`config.mk`:
```
export PLATFORM = sky130hd
export DESIGN_NAME = gpio_edge_irq
export DESIGN_NICKNAME = d
export VERILOG_FILES = /design/src/rtl/gpio_irq_pkg.sv /design/src/rtl/gpio_in_sync.sv /design/src/rtl/gpio_chatter_filt.sv /design/src/rtl/gpio_port_core.sv /design/src/rtl/gpio_edge_irq.sv
export SDC_FILE = /design/constraint.sdc
export NUM_CORES = 1
export LEC_CHECK = 0
export BUFFER_PORTS_ARGS = -buffer_cell sky130_fd_sc_hd__buf_2
export CORE_MARGIN = 10
export CORE_UTILIZATION = 48
export CTS_BUF_LIST = sky130_fd_sc_hd__clkbuf_2
export CTS_CLUSTER_SIZE = 20
export DETAILED_ROUTE_END_ITERATION = 16
export PLACE_DENSITY = 0.62
export SYNTH_ARGS = -nofsm -noshare
export SYNTH_HDL_FRONTEND = slang
export SYNTH_SLANG_ARGS = --single-unit
export TNS_END_PERCENT = 5
```
`constraint.sdc`:
```
create_clock -name clk -period 6.4 [get_ports clk]
set_input_delay 0.64 -clock clk [delete_from_list [all_inputs] [get_ports clk]]
set_output_delay 0.64 -clock clk [all_outputs]
set_load 0.02 [all_outputs]
```
`src/rtl/gpio_irq_pkg.sv`:
```
package gpio_irq_pkg;
  localparam int OFF_EN0   = 'h05;
  localparam int OFF_SEL0  = 'h06;
  localparam int OFF_FLG0  = 'h07;
  localparam int OFF_FILT  = 'h08;
  localparam int OFF_EN1   = 'h15;
  localparam int OFF_SEL1  = 'h16;
  localparam int OFF_FLG1  = 'h17;
  localparam int HI_FIELD_LSB = 4;

  // transition of the raw level selected by polarity (1 = falling)
  function automatic logic pick_edge(logic sel, logic prev, logic cur);
    return sel ? (prev & ~cur) : (~prev & cur);
  endfunction
endpackage

```
`src/rtl/gpio_in_sync.sv`:
```
module gpio_in_sync #(
  parameter int W = 8
) (
  input  logic         clk,
  input  logic         rst,
  input  logic [W-1:0] d,
  output logic [W-1:0] q
);
  logic [W-1:0] meta;

  always_ff @(posedge clk) begin
    if (rst) begin
      meta <= '0;
      q    <= '0;
    end else begin
      meta <= d;
      q    <= meta;
    end
  end
endmodule

```
`src/rtl/gpio_chatter_filt.sv`:
```
module gpio_chatter_filt #(
  parameter int CODE_W = 3
) (
  input  logic              clk,
  input  logic              rst,
  input  logic [CODE_W-1:0] code,
  input  logic              d,
  output logic              q
);
  localparam int CNT_W = (1 << CODE_W) - 1;

  logic [CNT_W-1:0] run;
  logic [CNT_W-1:0] lim;

  // consecutive differing samples needed, minus one
  assign lim = {CNT_W{1'b1}} >> (CNT_W - int'(code));

  always_ff @(posedge clk) begin
    if (rst) begin
      q   <= 1'b0;
      run <= '0;
    end else if (code == '0) begin
      q   <= d;
      run <= '0;
    end else if (d == q) begin
      run <= '0;
    end else if (run == lim) begin
      q   <= d;
      run <= '0;
    end else begin
      run <= run + 1'b1;
    end
  end
endmodule

```
`src/rtl/gpio_port_core.sv`:
```
module gpio_port_core #(
  parameter int W = 8
) (
  input  logic         clk,
  input  logic         rst,
  input  logic [W-1:0] lvl,
  input  logic         en_we,
  input  logic         sel_we,
  input  logic         flg_we,
  input  logic [W-1:0] wdata,
  output logic [W-1:0] en,
  output logic [W-1:0] sel,
  output logic [W-1:0] flg,
  output logic [W-1:0] hit,
  output logic         irq
);
  import gpio_irq_pkg::*;

  logic [W-1:0] prev;
  logic [W-1:0] clr;

  for (genvar i = 0; i < W; i++) begin : g_pin
    assign hit[i] = pick_edge(sel[i], prev[i], lvl[i]);
  end

  assign clr = flg_we ? wdata : '0;

  always_ff @(posedge clk) begin
    if (rst) begin
      prev <= '0;
      en   <= '0;
      sel  <= '0;
      flg  <= '0;
      irq  <= 1'b0;
    end else begin
      prev <= lvl;
      if (en_we)  en  <= wdata;
      if (sel_we) sel <= wdata;
      flg <= (flg & ~clr) | hit;
      irq <= |(flg & en);
    end
  end
endmodule

```
`src/rtl/gpio_edge_irq.sv`:
```
module gpio_edge_irq #(
  parameter int ADDR_W = 5,
  parameter int PORT_W = 8,
  parameter int CODE_W = 3
) (
  input  logic              clk,
  input  logic              rst,
  input  logic [PORT_W-1:0] p0_pins,
  input  logic [PORT_W-1:0] p1_pins,
  input  logic              bus_wr,
  input  logic [ADDR_W-1:0] bus_addr,
  input  logic [PORT_W-1:0] bus_wdata,
  output logic [PORT_W-1:0] bus_rdata,
  output logic              irq_p0,
  output logic              irq_p1
);
  import gpio_irq_pkg::*;

  localparam int HALF = PORT_W / 2;

  logic [PORT_W-1:0] p0_sync, p1_sync, p0_filt;
  logic [PORT_W-1:0] p0_en, p0_sel, p0_flag, p0_hit;
  logic [PORT_W-1:0] p1_en, p1_sel, p1_flag, p1_hit;
  logic [CODE_W-1:0] code_lo, code_hi;
  logic [PORT_W-1:0] rd_nxt;

  function automatic logic hit_addr(logic [ADDR_W-1:0] a, int off);
    return a == ADDR_W'(off);
  endfunction

  gpio_in_sync #(.W(PORT_W)) u_sync0 (.clk(clk), .rst(rst), .d(p0_pins), .q(p0_sync));
  gpio_in_sync #(.W(PORT_W)) u_sync1 (.clk(clk), .rst(rst), .d(p1_pins), .q(p1_sync));

  for (genvar i = 0; i < PORT_W; i++) begin : g_filt
    gpio_chatter_filt #(.CODE_W(CODE_W)) u_filt (
      .clk (clk),
      .rst (rst),
      .code((i < HALF) ? code_lo : code_hi),
      .d   (p0_sync[i]),
      .q   (p0_filt[i])
    );
  end

  gpio_port_core #(.W(PORT_W)) u_p0 (
    .clk(clk), .rst(rst), .lvl(p0_filt),
    .en_we (bus_wr && hit_addr(bus_addr, OFF_EN0)),
    .sel_we(bus_wr && hit_addr(bus_addr, OFF_SEL0)),
    .flg_we(bus_wr && hit_addr(bus_addr, OFF_FLG0)),
    .wdata(bus_wdata), .en(p0_en), .sel(p0_sel), .flg(p0_flag),
    .hit(p0_hit), .irq(irq_p0)
  );

  gpio_port_core #(.W(PORT_W)) u_p1 (
    .clk(clk), .rst(rst), .lvl(p1_sync),
    .en_we (bus_wr && hit_addr(bus_addr, OFF_EN1)),
    .sel_we(bus_wr && hit_addr(bus_addr, OFF_SEL1)),
    .flg_we(bus_wr && hit_addr(bus_addr, OFF_FLG1)),
    .wdata(bus_wdata), .en(p1_en), .sel(p1_sel), .flg(p1_flag),
    .hit(p1_hit), .irq(irq_p1)
  );

  always_ff @(posedge clk) begin
    if (rst) begin
      code_lo <= '0;
      code_hi <= '0;
    end else if (bus_wr && hit_addr(bus_addr, OFF_FILT)) begin
      code_lo <= bus_wdata[CODE_W-1:0];
      code_hi <= bus_wdata[HI_FIELD_LSB +: CODE_W];
    end
  end

  always_comb begin
    rd_nxt = '0;
    if (hit_addr(bus_addr, OFF_EN0))  rd_nxt = p0_en;
    if (hit_addr(bus_addr, OFF_SEL0)) rd_nxt = p0_sel;
    if (hit_addr(bus_addr, OFF_FLG0)) rd_nxt = p0_flag;
    if (hit_addr(bus_addr, OFF_EN1))  rd_nxt = p1_en;
    if (hit_addr(bus_addr, OFF_SEL1)) rd_nxt = p1_sel;
    if (hit_addr(bus_addr, OFF_FLG1)) rd_nxt = p1_flag;
    if (hit_addr(bus_addr, OFF_FILT)) begin
      rd_nxt[CODE_W-1:0]               = code_lo;
      rd_nxt[HI_FIELD_LSB +: CODE_W]   = code_hi;
    end
  end

  always_ff @(posedge clk) begin
    if (rst) bus_rdata <= '0;
    else     bus_rdata <= rd_nxt;
  end
endmodule

```
==> flow_metrics.py, run 1 <==
metrics = {
    "outcome": {
        "run_status": "completed",
    },
    "timing": {
        "period_share_pct": 44.6,
        "fmax_ghz": 0.351,
        "finalHoldViolations": 0,
        "slew_headroom_pct": 24.3,
        "drv_slew": 0,
        "tightest_slew_ns": 1.13,
        "skew_ns": 0.0330,
        "rsz0062_at_grt": "no",
        "setup_tns_ns": 0,
        "finalSetupViolCount": 0,
        "finalCriticalPeriod_ns": 2.85,
        "holdWs_ns": 0.0790,
    },
    "worst_setup_path": {
        "cp-startpoint": "code_lo[1]$_SDFFE_PP0P_",
        "max_stage_delay_ns": 0.73,
        "reg2reg_from": "code_lo[1]$_SDFFE_PP0P_",
        "crit_required_ns": 7.06,
        "cp_cell_sequence": "nor3_1 -> buf_4 -> nand2_1 -> a221o_1 -> o31ai_1 -> nor2_1",
        "end_kind": "flip-flop",
        "cp_slowest_cell": "o31ai_1",
        "rrSetupSlack_ns": 3.55,
        "endpoint": "g_filt[1].u_filt.run[3]$_SDFF_PP0_",
        "r2r.worst_path.cells": 6,
        "start_kind": "flip-flop",
        "path_delay_family": "compound AO/OA/AOI/OAI gates",
        "crit_buf_inv": 1,
        "cp_max_fo": 30,
        "arrival_ns": 3.51,
        "r2r_end": "g_filt[1].u_filt.run[3]$_SDFF_PP0_",
        "worst-setup-path-type": "flip-flop to flip-flop",
        "path_depth": 6,
    },
    "drt": {
        "routed_wirelength_mm": 19.3,
        "drtPass1Iterations": 4,
        "drt-initial-drc-count": 411,
        "ant_nets": 0,
        "vias": 6816,
        "vias_per_cell": 5.50,
        "wl_per_cell_um": 15.6,
        "drc": 0,
    },
    "synthesis": {
        "avgSynthCellArea_um2": 8.39,
        "syn_area_um2": 8160,
        "syn_inst": 973,
        "yosys_warnings": 0,
        "synth-edff-count": 0,
        "synth_flop_cell": "dfxtp_1",
        "async_flop_share_pct": 0,
        "synth-seq-area-share_pct": 43.2,
        "syn-num-nets": 1013,
        "synth_cell_types": 66,
        "ys_ff_latch": 176,
    },
    "clock_network": {
        "holdBufCountCts": 13,
        "cts_setup_buffers": 0,
        "cts-root-buf": "clkbuf_2",
        "cts_resized": 0,
        "clk_latency_ns": 0.78,
        "cts_tree": "yes",
        "clkTransAtPathRegs_ns": 0.29,
        "htreeDepth": 4,
        "clock_path_buffers": 2,
        "cts.sinks": 176,
        "numCtsBuffers": 17,
    },
    "global_routing": {
        "antenna_found_initial": 1,
        "grt_pass1_wl_mm": 31.6,
        "grt_pass1_vias": 6210,
        "grt_max_degree": 72,
        "grt_use_total_pct": 17.1,
        "grt_overflow": 0,
    },
    "pwr": {
        "cellPowerDensity_nw_per_um2": 210,
        "leakage_nw": 3.29,
        "p_sw_share_pct": 29.8,
        "power_mw": 1.88,
        "p_int_mw": 1.32,
        "ir_drop_v": 0.000220,
        "power_frac_seq_pct": 60.8,
        "p_switching_uw": 559,
        "power_frac_clock_pct": 33.4,
        "combinationalPowerShare_pct": 5.8,
    },
    "hold_path": {
        "min_path_cells": 2,
        "hold_class": "primary input to flip-flop",
    },
    "place": {
        "port-buffer-count": 41,
        "place.gp.congestion": 0.886,
        "dp_hpwl_mm": 13.4,
        "placed_area_um2": 8510,
    },
    "die": {
        "core_um2": 16600,
        "ios": 42,
        "die_w_um": 150,
        "die_area_um2": 22600,
        "start_util_pct": 49.0,
        "die_y_um": 150,
        "row_count": 47,
    },
    "finish": {
        "areaGrowthSynthToFinish_pct": 9.72,
        "regMostFlops": "g_filt.u_filt.run",
        "final_cell_area_um2": 8950,
        "n_fill_cell": 1539,
        "largest_register_ffs": 56,
        "drive_gt1_share_pct": 9.63,
        "fin_nets": 1045,
        "final_util_pct": 53.8,
    },
    "flow_run": {
        "drv_cap": 0,
    },
}
## metal layers
layer	routed length, um	part of all wire, %	GRT usage (%)
met5	0	0	0
met4	283	1.5	5.78
met3	674	3.5	3.00
met2	8690	45	26.5
met1	9680	50	23.6
## layout by cell type, fill, tap and decap left out, types with 6 or more instances in the layout
master / netlist / final
nor2b_1: 73 / 73
xor2_1: 23 / 23
mux2i_1: 22 / 22
buf_2: 6 / 40
inv_1: 31 / 31
a21oi_1: 45 / 45
a22oi_1: 13 / 13
nand2b_1: 10 / 10
o21ai_0: 37 / 37
or4_1: 7 / 7
a32oi_1: 9 / 9
o211ai_1: 12 / 12
clkbuf_2: 0 / 17
clkinv_8: 0 / 9
nor2_1: 140 / 140
nand2_1: 86 / 86
xnor2_1: 30 / 30
a221oi_1: 13 / 13
or2_2: 6 / 6
buf_4: 0 / 9
and2_1: 7 / 7
and3_1: 18 / 18
nor3b_1: 16 / 16
ha_1: 8 / 8
nor3_1: 20 / 20
dlygate4sd3_1: 0 / 14
dfxtp_1: 176 / 176
nand3_1: 38 / 38
## stage by stage
stage / setup slack (ns) / instances
final: 3.55 / 1239
after global routing: 3.30 / 1239
after CTS: 3.59 / 1237
after detailed placement: 3.60 / 1192
after global placement: 3.67 / 1192
after floorplan: 4.22 / 973
## cells in the mapped netlist (4+ instances only)
| cell type | n | area, um^2 |
|---|---|---|
| a21oi_1 | 45 | 225 |
| nand2b_1 | 10 | 62.6 |
| nand2_1 | 86 | 323 |
| dfxtp_1 | 176 | 3520 |
| xnor2_1 | 30 | 263 |
| or2_2 | 6 | 37.5 |
| nor3_1 | 20 | 100 |
| o31ai_1 | 4 | 30.0 |
| nand3_1 | 38 | 190 |
| nor2_1 | 140 | 526 |
| a31oi_1 | 4 | 25.0 |
| nor3b_1 | 16 | 120 |
| xor2_1 | 23 | 201 |
| o221ai_1 | 5 | 43.8 |
| a221oi_1 | 13 | 114 |
| and2_1 | 7 | 43.8 |
| mux2_2 | 5 | 56.3 |
| mux2i_1 | 22 | 220 |
| or4_1 | 7 | 52.6 |
| clkbuf_1 | 38 | 143 |
| a32oi_1 | 9 | 78.8 |
| nor2b_1 | 73 | 457 |
| a22oi_1 | 13 | 97.6 |
| buf_2 | 6 | 30.0 |
| nor4_1 | 5 | 31.3 |
| buf_1 | 6 | 22.5 |
| ha_1 | 8 | 100 |
| inv_1 | 31 | 116 |
| nand4_1 | 4 | 25.0 |
| and3_1 | 18 | 113 |
| o21ai_0 | 37 | 185 |
| o211ai_1 | 12 | 90.1 |
## logic make-up after synthesis
group                    synth area share (%)
flip-flops                               43.2
AO/OA/AOI/OAI                            15.4
XOR/XNOR                                 5.69
adder cells (fa/ha/maj)                  1.47
buffers and inverters                    3.82
AND/OR/NAND/NOR                          26.9
multiplexers                             3.53
## worst reg2reg max path, delay by kind of cell (launching register included)
kind	cells	cell delay, ns
AOI/OAI and AO/OA	2	1.07
buffers and inverters	1	0.26
and+or+nand+nor	3	0.76
DFF	1	0.68
## worst min path at each step
stage                                  to  slack (ns)                  startpoint
4_1_cts        u_sync0.meta[7]$_SDFF_PP0_       0.005                  p0_pins[7]
6_report       u_sync1.meta[7]$_SDFF_PP0_        0.08                  p1_pins[7]
5_1_grt        u_sync1.meta[7]$_SDFF_PP0_       0.005                  p1_pins[7]
3_3_place_gp      u_sync1.q[1]$_SDFF_PP0_        0.42  u_sync1.meta[1]$_SDFF_PP0_
2_1_floorplan     u_sync0.q[0]$_SDFF_PP0_        0.41  u_sync0.meta[0]$_SDFF_PP0_
3_5_place_dp      u_sync1.q[1]$_SDFF_PP0_        0.42  u_sync1.meta[1]$_SDFF_PP0_
## final cells by class
type / instances / area, um^2 / area share [%]
repair buffers: 63 / 408 / 4.56
well taps: 220 / 275 / 3.07
clock buffers: 17 / 85.1 / 0.950
clock inverters: 15 / 211 / 2.36
flip-flops and latches: 176 / 3520 / 39.4
diodes: 1 / 2.50 / 0.0279
multi-input cells: 716 / 4330 / 48.4
inverters: 31 / 116 / 1.30
## power by group through the flow
stage | sequential (mW) | combinational (mW) | clock (mW)
after global routing | 1.14 | 0.121 | 0.690
after global placement | 1.16 | 0.101 | 0
final | 1.14 | 0.109 | 0.627
after detailed placement | 1.16 | 0.102 | 0
after CTS | 1.14 | 0.108 | 0.650
after floorplan | 1.15 | 0.0682 | 0
No activity file was read; power rests on OpenSTA's default activity.
==> run 2, diff against run 1 <==
- clock period: 6.4 -> 2.74 ns (I/O delays scaled with it)
==> run 2 against run 1 <==
Compared with the run above:
- worst hold slack gained 0.14 ns
- sequential cell count is the same
- sequential share of layout area down 1.3 points
- clock-buffer cell count stayed put
- maximum frequency up 21%
- via count is 3.2% higher
- sequential power rose by 130%
- routed wire length rose by 2.2%
==> flow_metrics.py, run 2 (synthesis results as in run 1) <==
metrics = {
    "timing": {
        "tightest_slew_ns": 0.842,
        "slew_headroom_pct": 43.4,
        "drv_slew": 0,
        "fmax_ghz": 0.423,
        "finalSetupViolCount": 0,
        "setup_tns_ns": 0,
        "fin_ws_ns": 0.377,
        "skew_ns": 0.0274,
        "finalHoldViolations": 0,
        "finalCriticalPeriod_ns": 2.36,
        "period_share_pct": 86.2,
        "rsz0062_at_grt": "no",
    },
    "clock_network": {
        "holdBufCountCts": 33,
        "numCtsBuffers": 17,
        "cts_tree": "yes",
        "htreeDepth": 4,
        "cts.sinks": 176,
        "clkTransAtPathRegs_ns": 0.30,
        "clk_latency_ns": 0.75,
        "cts_resized": 0,
        "cts-root-buf": "clkbuf_2",
        "cts_setup_buffers": 0,
        "clock_path_buffers": 2,
    },
    "drt": {
        "drt-initial-drc-count": 538,
        "vias_per_cell": 5.51,
        "ant_nets": 0,
        "routed_wirelength_mm": 19.8,
        "drtPass1Iterations": 5,
        "wl_per_cell_um": 15.5,
        "vias": 7031,
        "drc": 0,
    },
    "finish": {
        "fin_nets": 1081,
        "regMostFlops": "g_filt.u_filt.run",
        "largest_register_ffs": 56,
        "n_fill_cell": 1579,
        "regArea_um2": 3520,
        "areaGrowthSynthToFinish_pct": 13.6,
        "layout_commonest_cell": "dfxtp_1",
        "multi_input_area_um2": 4330,
        "drive_gt1_share_pct": 10.9,
        "final_cell_mix": "dfxtp_1 (176), nor2_1 (140), nand2_1 (86), nor2b_1 (73), a21oi_1 (45)",
    },
    "worst_setup_path": {
        "rrSetupSlack_ns": 0.38,
        "cp_max_fo": 17,
        "r2r_end": "g_filt[6].u_filt.q$_SDFFE_PP0P_",
        "r2r.worst_path.cells": 6,
        "cp_cell_sequence": "buf_12 -> or4b_1 -> o211ai_1 -> o311ai_1 -> o21ai_0 -> mux2_2",
        "worst-setup-path-type": "flip-flop to flip-flop",
        "max_stage_delay_ns": 0.75,
        "crit_required_ns": 3.43,
        "cp_slowest_cell": "dfxtp_1",
        "start_kind": "flip-flop",
        "arrival_ns": 3.05,
        "end_kind": "flip-flop",
        "reg2reg_from": "code_hi[2]$_SDFFE_PP0P_",
    },
    "pwr": {
        "p_sw_share_pct": 29.1,
        "cellPowerDensity_nw_per_um2": 469,
        "p_switching_mw": 1.27,
        "combinationalPowerShare_pct": 6.6,
        "p_int_mw": 3.08,
        "power_frac_seq_pct": 61.3,
        "leakage_nw": 3.45,
        "ir_drop_v": 0.000350,
        "power_frac_clock_pct": 32.1,
    },
    "hold_path": {
        "min_path_cells": 3,
        "min_from": "p1_pins[4]",
        "hold_path_end": "u_sync1.meta[4]$_SDFF_PP0_",
        "hold_class": "primary input to flip-flop",
    },
    "place": {
        "place.gp.congestion": 0.849,
        "dp_hpwl_mm": 13.8,
        "dp_slack_ns": 0.367,
        "port-buffer-count": 41,
    },
    "global_routing": {
        "grt_pass1_wl_mm": 32.5,
        "grt_pass1_vias": 6210,
        "antenna_found_initial": 1,
        "grt_max_degree": 116,
        "grt_overflow": 0,
        "grt_use_total_pct": 17.6,
    },
    "die": {
        "core_um2": 16600,
        "ios": 42,
        "die_y_um": 150,
        "row_count": 47,
        "die_w_um": 150,
        "die_area_um2": 22600,
        "start_util_pct": 49.0,
    },
    "outcome": {
        "run_status": "completed",
    },
    "flow_run": {
        "drv_cap": 0,
    },
}
[run 2: cell types whose count changed in the layout (fill, tap and decap cells not counted)]
cell           previous run  this run
buf_12                    0         2
buf_4                     9        24
dlygate4sd3_1            14        33
inv_12                    1         0
inv_8                     2         3
inv_6                     3         4
clkinv_4                  0         2
clkinv_8                  9         6
[run 2: routing by layer]
layer	wire [um]	vias up	GRT usage, %
li1	-	3529	-
met3	1100	30	3.72
met1	9420	3289	24.5
met5	0	-	0
met4	374	0	5.54
met2	8850	183	26.7
[run 2: worst max path at each step]
stage                       startpoint                                  to  cells after the start  slack [ns]
2_1_floorplan  code_hi[2]$_SDFFE_PP0P_     g_filt[7].u_filt.q$_SDFFE_PP0P_                      6        0.60
3_3_place_gp   code_hi[2]$_SDFFE_PP0P_     g_filt[6].u_filt.q$_SDFFE_PP0P_                      6        0.46
3_5_place_dp   code_hi[2]$_SDFFE_PP0P_     g_filt[6].u_filt.q$_SDFFE_PP0P_                      6        0.37
4_1_cts        code_hi[2]$_SDFFE_PP0P_     g_filt[6].u_filt.q$_SDFFE_PP0P_                      6        0.35
5_1_grt        code_lo[1]$_SDFFE_PP0P_  g_filt[3].u_filt.run[6]$_SDFF_PP0_                      6        0.24
6_report       code_hi[2]$_SDFFE_PP0P_     g_filt[6].u_filt.q$_SDFFE_PP0P_                      6        0.38
[run 2: metrics by stage]
step	util, %	hold WS, ns	std cells	power (mW)	instance area (um^2)
2_1_floorplan	-	0.353	973	2.85	8160
3_3_place_gp	52.1	0.417	1209	2.95	8670
3_5_place_dp	52.1	0.422	1209	2.96	8670
4_1_cts	55.7	0.161	1274	4.39	9270
5_1_grt	55.7	0.139	1275	4.55	9270
6_report	55.7	0.224	1275	4.34	9270
[run 2: power groups by stage]
stage / Combinational (mW) / Clock [mW] / Sequential [mW]
after floorplan: 0.159 / 0 / 2.69
after global placement: 0.248 / 0 / 2.71
after detailed placement: 0.250 / 0 / 2.71
after CTS: 0.287 / 1.45 / 2.66
after global routing: 0.316 / 1.56 / 2.67
final: 0.287 / 1.40 / 2.66
[run 2: critical path, delay by kind of cell, from the launching register on]
family                 cells  cell delay (ns)
DFF                        1             0.75
AOI/OAI and AO/OA          3             0.54
and+or+nand+nor            1             0.43
muxes                      1             0.36
buffers and inverters      1             0.21
[run 2: area by class of cell]
type | instances | share of cell area [%]
Tap cell | 220 | 2.97
Multi-Input combinational cell | 716 | 46.7
Clock inverter | 15 | 1.98
Sequential cell | 176 | 38.0
Timing Repair Buffer | 99 | 8.10
Antenna cell | 1 | 0.0270
Clock buffer | 17 | 0.918
Inverter | 31 | 1.26
